$ cat src/rtl/ycc_pkg.sv
package ycc_pkg;
  localparam int PIX_W   = 8;
  localparam int FRAC_W  = 12;
  localparam int LATENCY = 3;

  typedef struct packed {
    logic ldUp;
    logic ldMul;
    logic ldOut;
  } stageStrobe_t;
endpackage

$ cat src/rtl/ycc_chroma_interp.sv
module ycc_chroma_interp #(
  parameter int W = 8
) (
  input  logic [W-1:0] near,
  input  logic [W-1:0] right,
  input  logic [W-1:0] below,
  input  logic [W-1:0] diag,
  input  logic         xOdd,
  input  logic         yOdd,
  input  logic         edgeR,
  input  logic         edgeB,
  output logic [W-1:0] value
);
  logic [W-1:0] rSel, bSel, dSel;
  logic [W+1:0] sum2h, sum2v, sum4;

  always_comb begin
    rSel = edgeR ? near : right;
    bSel = edgeB ? near : below;
    if (edgeR)      dSel = bSel;
    else if (edgeB) dSel = rSel;
    else            dSel = diag;
    sum2h = {2'b00, near} + {2'b00, rSel} + (W+2)'(1);
    sum2v = {2'b00, near} + {2'b00, bSel} + (W+2)'(1);
    sum4  = {2'b00, near} + {2'b00, rSel} + {2'b00, bSel} + {2'b00, dSel} + (W+2)'(2);
    unique case ({yOdd, xOdd})
      2'b00:   value = near;
      2'b01:   value = sum2h[W:1];
      2'b10:   value = sum2v[W:1];
      default: value = sum4[W+1:2];
    endcase
  end
endmodule

$ cat src/rtl/ycc_ctrl.sv
module ycc_ctrl
  import ycc_pkg::*;
#(
  parameter int LAT = LATENCY
) (
  input  logic         clk,
  input  logic         rstN,
  input  logic         inValid,
  output stageStrobe_t strobe,
  output logic         outValid
);
  logic [LAT-1:0] vldPipe;

  always_ff @(posedge clk or negedge rstN) begin
    if (!rstN) vldPipe <= '0;
    else       vldPipe <= {vldPipe[LAT-2:0], inValid};
  end

  always_comb begin
    strobe.ldUp  = inValid;
    strobe.ldMul = vldPipe[0];
    strobe.ldOut = vldPipe[1];
  end

  assign outValid = vldPipe[LAT-1];
endmodule

$ cat src/rtl/ycc_datapath.sv
module ycc_datapath
  import ycc_pkg::*;
#(
  parameter int PW = PIX_W,
  parameter int FW = FRAC_W
) (
  input  logic          clk,
  input  logic          rstN,
  input  stageStrobe_t  strobe,
  input  logic [PW-1:0] inY,
  input  logic          pixXOdd,
  input  logic          pixYOdd,
  input  logic          atRightEdge,
  input  logic          atBottomEdge,
  input  logic [PW-1:0] cbNear,
  input  logic [PW-1:0] cbRight,
  input  logic [PW-1:0] cbBelow,
  input  logic [PW-1:0] cbDiag,
  input  logic [PW-1:0] crNear,
  input  logic [PW-1:0] crRight,
  input  logic [PW-1:0] crBelow,
  input  logic [PW-1:0] crDiag,
  output logic [PW-1:0] outR,
  output logic [PW-1:0] outG,
  output logic [PW-1:0] outB
);
  localparam int CW  = FW + 2;
  localparam int OW  = PW + 2;
  localparam int ACC = CW + OW;
  localparam int SW  = ACC + 1;
  localparam logic signed [CW-1:0] K_RCR = CW'((1402 * (1 << FW) + 500) / 1000);
  localparam logic signed [CW-1:0] K_GCB = CW'((34414 * (1 << FW) + 50000) / 100000);
  localparam logic signed [CW-1:0] K_GCR = CW'((71414 * (1 << FW) + 50000) / 100000);
  localparam logic signed [CW-1:0] K_BCB = CW'((1772 * (1 << FW) + 500) / 1000);
  localparam logic signed [OW-1:0] MID   = OW'(1 << (PW - 1));
  localparam logic signed [SW-1:0] HALF  = SW'(1 << (FW - 1));
  localparam logic signed [SW-1:0] TOP   = SW'((1 << PW) - 1);

  logic [PW-1:0] cbUp, crUp;
  logic [PW-1:0] yS1, cbS1, crS1, yS2;
  logic signed [OW-1:0] cbOff, crOff;
  logic signed [ACC-1:0] rMul, gMul, bMul, rTerm, gTerm, bTerm;

  ycc_chroma_interp #(.W(PW)) u_cbInterp (
    .near(cbNear), .right(cbRight), .below(cbBelow), .diag(cbDiag),
    .xOdd(pixXOdd), .yOdd(pixYOdd), .edgeR(atRightEdge), .edgeB(atBottomEdge),
    .value(cbUp)
  );

  ycc_chroma_interp #(.W(PW)) u_crInterp (
    .near(crNear), .right(crRight), .below(crBelow), .diag(crDiag),
    .xOdd(pixXOdd), .yOdd(pixYOdd), .edgeR(atRightEdge), .edgeB(atBottomEdge),
    .value(crUp)
  );

  always_comb begin
    cbOff = $signed({2'b00, cbS1}) - MID;
    crOff = $signed({2'b00, crS1}) - MID;
    rMul  = ACC'(K_RCR * crOff);
    bMul  = ACC'(K_BCB * cbOff);
    gMul  = -ACC'(K_GCB * cbOff) - ACC'(K_GCR * crOff);
  end

  function automatic logic [PW-1:0] finish(input logic [PW-1:0] y,
                                           input logic signed [ACC-1:0] term);
    logic signed [SW-1:0] s;
    s = $signed({{(SW-PW-FW){1'b0}}, y, {FW{1'b0}}}) + SW'(term) + HALF;
    s = s >>> FW;
    if (s < 0)        return '0;
    else if (s > TOP) return '1;
    else              return s[PW-1:0];
  endfunction

  always_ff @(posedge clk or negedge rstN) begin
    if (!rstN) begin
      yS1 <= '0; cbS1 <= '0; crS1 <= '0;
      yS2 <= '0; rTerm <= '0; gTerm <= '0; bTerm <= '0;
      outR <= '0; outG <= '0; outB <= '0;
    end else begin
      if (strobe.ldUp) begin
        yS1  <= inY;
        cbS1 <= cbUp;
        crS1 <= crUp;
      end
      if (strobe.ldMul) begin
        yS2   <= yS1;
        rTerm <= rMul;
        gTerm <= gMul;
        bTerm <= bMul;
      end
      if (strobe.ldOut) begin
        outR <= finish(yS2, rTerm);
        outG <= finish(yS2, gTerm);
        outB <= finish(yS2, bTerm);
      end
    end
  end
endmodule

$ cat src/rtl/ycc_to_rgb.sv
module ycc_to_rgb
  import ycc_pkg::*;
(
  input  logic             clk,
  input  logic             rstN,
  input  logic             inValid,
  input  logic [PIX_W-1:0] inY,
  input  logic             pixXOdd,
  input  logic             pixYOdd,
  input  logic             atRightEdge,
  input  logic             atBottomEdge,
  input  logic [PIX_W-1:0] cbNear,
  input  logic [PIX_W-1:0] cbRight,
  input  logic [PIX_W-1:0] cbBelow,
  input  logic [PIX_W-1:0] cbDiag,
  input  logic [PIX_W-1:0] crNear,
  input  logic [PIX_W-1:0] crRight,
  input  logic [PIX_W-1:0] crBelow,
  input  logic [PIX_W-1:0] crDiag,
  output logic             outValid,
  output logic [PIX_W-1:0] outR,
  output logic [PIX_W-1:0] outG,
  output logic [PIX_W-1:0] outB
);
  stageStrobe_t strobe;

  ycc_ctrl #(.LAT(LATENCY)) u_ctrl (
    .clk(clk), .rstN(rstN), .inValid(inValid),
    .strobe(strobe), .outValid(outValid)
  );

  ycc_datapath #(.PW(PIX_W), .FW(FRAC_W)) u_dp (
    .clk(clk), .rstN(rstN), .strobe(strobe), .inY(inY),
    .pixXOdd(pixXOdd), .pixYOdd(pixYOdd),
    .atRightEdge(atRightEdge), .atBottomEdge(atBottomEdge),
    .cbNear(cbNear), .cbRight(cbRight), .cbBelow(cbBelow), .cbDiag(cbDiag),
    .crNear(crNear), .crRight(crRight), .crBelow(crBelow), .crDiag(crDiag),
    .outR(outR), .outG(outG), .outB(outB)
  );
endmodule

$ cat config.mk
export PLATFORM = sky130hd
export DESIGN_NAME = ycc_to_rgb
export DESIGN_NICKNAME = d
export VERILOG_FILES = /design/src/rtl/ycc_pkg.sv /design/src/rtl/ycc_chroma_interp.sv /design/src/rtl/ycc_ctrl.sv /design/src/rtl/ycc_datapath.sv /design/src/rtl/ycc_to_rgb.sv
export SDC_FILE = /design/constraint.sdc
export NUM_CORES = 1
export LEC_CHECK = 0
export ABC_CLOCK_PERIOD_IN_PS = 19200
export BUFFER_PORTS_ARGS = -buffer_cell sky130_fd_sc_hd__buf_2
export CAP_MARGIN = 20
export CELL_PAD_IN_SITES_DETAIL_PLACEMENT = 1
export CELL_PAD_IN_SITES_GLOBAL_PLACEMENT = 2
export CORE_ASPECT_RATIO = 1.1
export CORE_UTILIZATION = 35
export CTS_CLUSTER_SIZE = 14
export DETAILED_ROUTE_END_ITERATION = 6
export PLACE_DENSITY_LB_ADDON = 0.1
export SLEW_MARGIN = 40
export SYNTH_ARGS = -nofsm -noshare
export SYNTH_HDL_FRONTEND = slang
export SYNTH_SLANG_ARGS = --single-unit
$ cat constraint.sdc
create_clock -name clk -period 19.2 [get_ports clk]
set_input_delay 1.92 -clock clk [delete_from_list [all_inputs] [get_ports clk]]
set_output_delay 1.92 -clock clk [all_outputs]
set_load 0.01 [all_outputs]
Yosys cells after proc, flatten, opt, wreduce, memory -nomap -nowiden
Index checks and enable logic that the tools add are counted.

Add/subtract/negate cells: 24. Multiply operators: 4. Magnitude comparators: 6. Equality and inequality tests: 2. Multiplexer cells: 16. Reduce and logical (&&, ||, !) cells: 1.

Operators with widths (number): $mux W8 (14); $add A21 B24 Y25 (3); $add A25 B13 Y25 const B (3); $pmux W8 S3 (2); $mul A13 B9 Y22 const A (2); $gt A13 B9 Y1 const B (3); $lt A13 B1 Y1 const B (3); $add A8 B8 Y9 (4); $add A9 B1 Y9 const B (4); $neg A24 Y24 (1); $sub A24 B24 Y24 (1); $mul A14 B9 Y23 const A (1); $add A10 B2 Y10 const B (2); $add A10 B8 Y10 (2); $add A9 B8 Y10 (2); $mul A11 B9 Y20 const A (1); $sub A8 B8 Y9 const B (2); $eq A2 B1 Y1 const B (1); $eq A2 B2 Y1 const B (1); $logic_not A2 Y1 (1).

Register bits after elaboration: 130. Input port bits: 79. Output and inout bits: 25.

Logic depth before layout (Yosys ltp)
Depth in word-level cells: 6. Mapped depth: 26. Depth with buffers taken out: 26.

Hierarchy
From an unflattened synthesis, not the netlist that was laid out.

Cells, all modules: 1721. Area, all modules: 16139.2 um^2.

Modules (own cells, without submodules): ycc_datapath (times used 1, cells each 1247, area each 12430.7 um^2); ycc_chroma_interp (times used 2, cells each 235, area each 1813.0 um^2); ycc_ctrl (times used 1, cells each 4, area each 82.6 um^2).

Worst setup path after synthesis
Ideal clock, no wire load.

Kind: register to register. Start point: register u_dp.crS1[7]. End point: register u_dp.gTerm[21]. Setup time: 0.127 ns. Arrival time: 6.555 ns. Path slack: 12.518 ns. Cell stages (with the launch flop): 24. Buffers on the path: 0. Cells stage by stage: dfrtp_1 > clkinv_1 > ha_1 > fa_1 > inv_1 > fa_1 > fa_1 > inv_1 > ha_1 > inv_1 > o21ai_0 > a21o_1 > and3_1 > or2_2 > ha_1 > ha_1 > a21o_1 > a21o_1 > nand3_1 > nand2_1 > a311o_1 > a2111oi_0 > or4_1 > nand3_1.

Longest elaborated chain between the ends: 3.

RTL lines: start: declaration (RTL line ycc_datapath.sv:40) `logic [PW-1:0] yS1, cbS1, crS1, yS2;`; start signal: assignment (RTL line ycc_datapath.sv:83) `crS1 <= crUp;`; $sub A8 B8 Y9 (RTL line ycc_datapath.sv:58) `crOff = $signed({2'b00, crS1}) - MID;`; $mul A13 B9 Y22 (RTL line ycc_datapath.sv:61) `gMul = -ACC'(K_GCB * cbOff) - ACC'(K_GCR * crOff);`; $sub A24 B24 Y24 (RTL line ycc_datapath.sv:61); end signal: assignment (RTL line ycc_datapath.sv:88) `gTerm <= gMul;`; end: declaration (RTL line ycc_datapath.sv:42) `logic signed [ACC-1:0] rMul, gMul, bMul, rTerm, gTerm, bTerm;`.

Every way passes these cells. A chain may end at the register's enable or synchronous reset.

Worst setup path in the final report
Same ends and word-level chain as after synthesis.

==> results.json <==
{
  "outcome": "complete, no violations",
  "synth_fp_nets": 2202,
  "hold_path_depth": 1,
  "slowest_cell_on_the_critical_path": "sky130_fd_sc_hd__clkinv_1",
  "timing_worst_setup_path_type": "reg -> reg",
  "synth_cells": 1686,
  "timing.setup.tns_ps": 0,
  "fin_crit_ps": 7291,
  "cts_post_setup_buffers_inserted": 0,
  "classification_of_the_worst_slack_hold_path": "reg -> reg",
  "endpoint_kind": "register",
  "drtPass1Iterations": 4,
  "timing.clock.skew_ps": 12.64,
  "worst_r2r_path_depth": 23,
  "maximum_capacitance_violations": 0,
  "die_height_um": 223.7,
  "drt_iter0_markers": 253,
  "numCtsBuffers": 9,
  "cp_data_arrival_time_ps": 7540,
  "rrSetupSlack_ps": 11910,
  "synthesized_area_divided_by_synthesized_cell_count_um2": 9.275,
  "cts_root_buf": "sky130_fd_sc_hd__clkbuf_16",
  "hold_fails_final_rpt": 0,
  "async_reset_ff_share_pct": 100.0,
  "clockBufferDepth": 2,
  "dp.final_hpwl_mm": 33.75,
  "slew_at_the_pin_closest_to_its_max_slew_limit_ps": 741.4,
  "count_of_nets_left_with_antenna_violations_after_detail_routing": 0,
  "layout_setup_ws_ps": 11910,
  "fillers": 5120,
  "floorplan.io_pins": 104,
  "placement.cell_area_mm2": 0.01682,
  "start_kind": "register",
  "critical_path.max_stage_delay_ps": 730,
  "grt_pass1_vias": 12980,
  "cts.sink_count": 96,
  "floorplan.die_area_mm2": 0.04553,
  "count_of_flip_flops_with_a_built_in_enable_after_synthesis": 0,
  "row_count": 80,
  "worst_path_most_repeated_cell": "sky130_fd_sc_hd__ha_1",
  "synth_cell_type_count": 71,
  "clock_latency_ps": 380,
  "worst-endpoint-required_ps": 19450,
  "core_region_area_mm2": 0.04374,
  "multi_input_comb_area_mm2": 0.01208,
  "drc_viols": 0,
  "tritoncts": "yes",
  "port_buffers": 103,
  "area_growth_pct": 9.377,
  "wire_per_inst_um": 16.64,
  "primary_flip_flop_cell_chosen_by_synthesis_mapping": "sky130_fd_sc_hd__dfrtp_1",
  "clkSlewWorstSetupHoldPaths_ps": 80,
  "crit_path_max_fanout": 16,
  "place.gp.congestion": 0.8186,
  "num_vias": 11990,
  "timing.fmax_ghz": 0.1372,
  "grt_antenna_before_repair": 0,
  "synthesis.area_mm2": 0.01564,
  "post_cts_resize_count": 0,
  "fp.dieW_um": 203.5,
  "final_net_count": 2289,
  "finalMaxSlewViolations": 0,
  "worstPathCellList": "clkinv_1 > ha_1 > fa_1 > inv_1 > fa_1 > fa_1 > inv_1 > ha_1 > inv_1 > o21ai_0 > a21o_1 > and3_1 > or2_2 > ha_1 > ha_1 > a21o_1 > a21o_1 > nand3_1 > nand2_1 > a311o_1 > a2111oi_2 > or4_1 > nand3_1",
  "track_usage_pct": 17.93,
  "first_pass_grt_wire_length_mm": 65.65,
  "yosys_warnings": 0,
  "initial_standard_cell_utilization_of_the_core_pct": 35.75,
  "htree_num_levels": 3,
  "ys_seq_area_share_pct": 15.36,
  "ctsHoldBuffers": 0,
  "pre_cts_ws_ps": 11900,
  "avgViaCountPerCell": 5.097,
  "grt-ovfl-total": 0,
  "rsz0062_at_grt": "no",
  "detail_route.wirelength_mm": 39.13,
  "grt_start_max_net_pins": 67,
  "setup_viol": 0,
  "final.period_utilization_pct": 37.98,
  "slew_headroom_pct": 50.27,
  "register_area_mm2": 0.002404,
  "finalInstanceArea_mm2": 0.01710,
  "share_of_cells_above_drive_strength_1_pct": 13.11,
  "hold_ws_ps": 513.2,
  "postSynthRegisterBits": 96
}
through the flow:
step	utilization (%)	instances
global route	39.10	2351
CTS	39.09	2351
global placement	38.34	2335
finish	39.10	2352
floorplan	-	1686
detailed placement	38.45	2336
synth_stat cells, types with 11 or more instances:
cell / number / area (um^2)
sky130_fd_sc_hd__a21o_1: 20 / 150.1
sky130_fd_sc_hd__a21oi_1: 98 / 490.5
sky130_fd_sc_hd__clkbuf_1: 27 / 101.4
sky130_fd_sc_hd__dfrtp_1: 96 / 2402
sky130_fd_sc_hd__fa_1: 107 / 2142
sky130_fd_sc_hd__ha_1: 330 / 4129
sky130_fd_sc_hd__inv_1: 276 / 1036
sky130_fd_sc_hd__mux2_2: 67 / 754.5
sky130_fd_sc_hd__mux2i_1: 21 / 210.2
sky130_fd_sc_hd__nand2_1: 68 / 255.2
sky130_fd_sc_hd__nand2b_1: 11 / 68.82
sky130_fd_sc_hd__nand3_1: 35 / 175.2
sky130_fd_sc_hd__nor2_1: 80 / 300.3
sky130_fd_sc_hd__nor2b_1: 16 / 100.1
sky130_fd_sc_hd__nor3_1: 34 / 170.2
sky130_fd_sc_hd__o21a_1: 20 / 150.1
sky130_fd_sc_hd__o21ai_0: 69 / 345.3
sky130_fd_sc_hd__o21bai_1: 13 / 97.59
sky130_fd_sc_hd__or2_2: 14 / 87.58
sky130_fd_sc_hd__or3_1: 11 / 68.82
sky130_fd_sc_hd__xnor2_1: 56 / 490.5
sky130_fd_sc_hd__xor2_1: 51 / 446.7
layer usage:
metal  share of wire (%)  track usage (%)
met5                   0                0
met4                0.79            3.347
met1                  46            22.40
met2                  52            33.48
met3                 1.4            1.411
placed cells by master, fill, tap and decap left out, types with 6 or more instances in the layout:
master | netlist | final
sky130_fd_sc_hd__mux4_2 | 8 | 8
sky130_fd_sc_hd__o211ai_1 | 9 | 9
sky130_fd_sc_hd__and3_1 | 8 | 8
sky130_fd_sc_hd__o221a_2 | 10 | 10
sky130_fd_sc_hd__a31oi_1 | 8 | 8
sky130_fd_sc_hd__inv_1 | 276 | 276
sky130_fd_sc_hd__a211o_1 | 10 | 10
sky130_fd_sc_hd__mux2_2 | 67 | 67
sky130_fd_sc_hd__o21a_1 | 20 | 20
sky130_fd_sc_hd__nor2_1 | 80 | 80
sky130_fd_sc_hd__and2_1 | 7 | 7
sky130_fd_sc_hd__buf_2 | 0 | 101
sky130_fd_sc_hd__o21ai_0 | 69 | 69
sky130_fd_sc_hd__a221o_1 | 8 | 8
sky130_fd_sc_hd__a21oi_1 | 98 | 98
sky130_fd_sc_hd__nor3_1 | 34 | 34
sky130_fd_sc_hd__o21bai_1 | 13 | 13
sky130_fd_sc_hd__a211oi_1 | 6 | 6
sky130_fd_sc_hd__a21o_1 | 20 | 20
sky130_fd_sc_hd__nor2b_1 | 16 | 16
sky130_fd_sc_hd__dfrtp_1 | 96 | 95
sky130_fd_sc_hd__or3_1 | 11 | 11
sky130_fd_sc_hd__mux2i_1 | 21 | 21
sky130_fd_sc_hd__nand3_1 | 35 | 35
sky130_fd_sc_hd__ha_1 | 330 | 330
sky130_fd_sc_hd__clkbuf_16 | 0 | 9
sky130_fd_sc_hd__xor2_1 | 51 | 51
sky130_fd_sc_hd__or2_2 | 14 | 14
sky130_fd_sc_hd__fa_1 | 107 | 107
sky130_fd_sc_hd__xnor2_1 | 56 | 56
sky130_fd_sc_hd__o31ai_1 | 10 | 10
sky130_fd_sc_hd__nand2_1 | 68 | 68
sky130_fd_sc_hd__nand2b_1 | 11 | 11
final cells by class:
class / count / share of cell area, %
Multi-Input combinational cell: 1280 / 70.61
Sequential cell: 96 / 14.05
Inverter: 279 / 6.123
Tap cell: 574 / 4.199
Timing Repair Buffer: 107 / 3.358
Clock buffer: 9 / 1.317
Clock inverter: 6 / 0.3219
Antenna cell: 1 / 0.01463
logic make-up (layout without fill, tap and decap cells):
family,Yosys count,after routing,share of synthesized area (%)
DFF,96,96,15.36
adders and majority gates,437,437,40.10
other,0,1,0
buffers and inverters,310,401,7.489
and+or+nand+nor,309,309,9.706
xor gates and xnor gates,107,107,5.993
muxes,96,96,7.321
AOI/OAI and AO/OA,331,331,14.03
worst max-delay path: cells and delay by family, from the launching register on:
kind	cells	cell delay, ps
buffers and inverters	4	920
and+or+nand+nor	6	890
AOI/OAI and AO/OA	6	1670
adders and majority gates	7	3020
DFF	1	660
final timing paths:
| kind | from | end |
|---|---|---|
| max reg2reg | u_dp.crS1[7] | u_dp.gTerm[21] |
| min reg2reg | u_dp.outB[4] | u_dp.outB[4] |
| max in group asynchronous | rstN | u_ctrl.vldPipe[1] |
| min | u_dp.outB[4] | u_dp.outB[4] |
| min in group asynchronous | rstN | u_dp.outB[3] |
| max | u_dp.crS1[7] | u_dp.gTerm[21] |
flip-flops by register name (all words and copies together) (netlist names):
name and count:
u_ctrl.vldPipe 3, u_dp.bTerm 12, u_dp.cbS1 8, u_dp.crS1 8
u_dp.gTerm 13, u_dp.outB 8, u_dp.outG 8, u_dp.outR 8
u_dp.rTerm 12, u_dp.yS1 8, u_dp.yS2 8
Power is left out: the tool's default activity adds up to more than one toggle a clock period on the data nets, which glitch-free logic cannot reach.
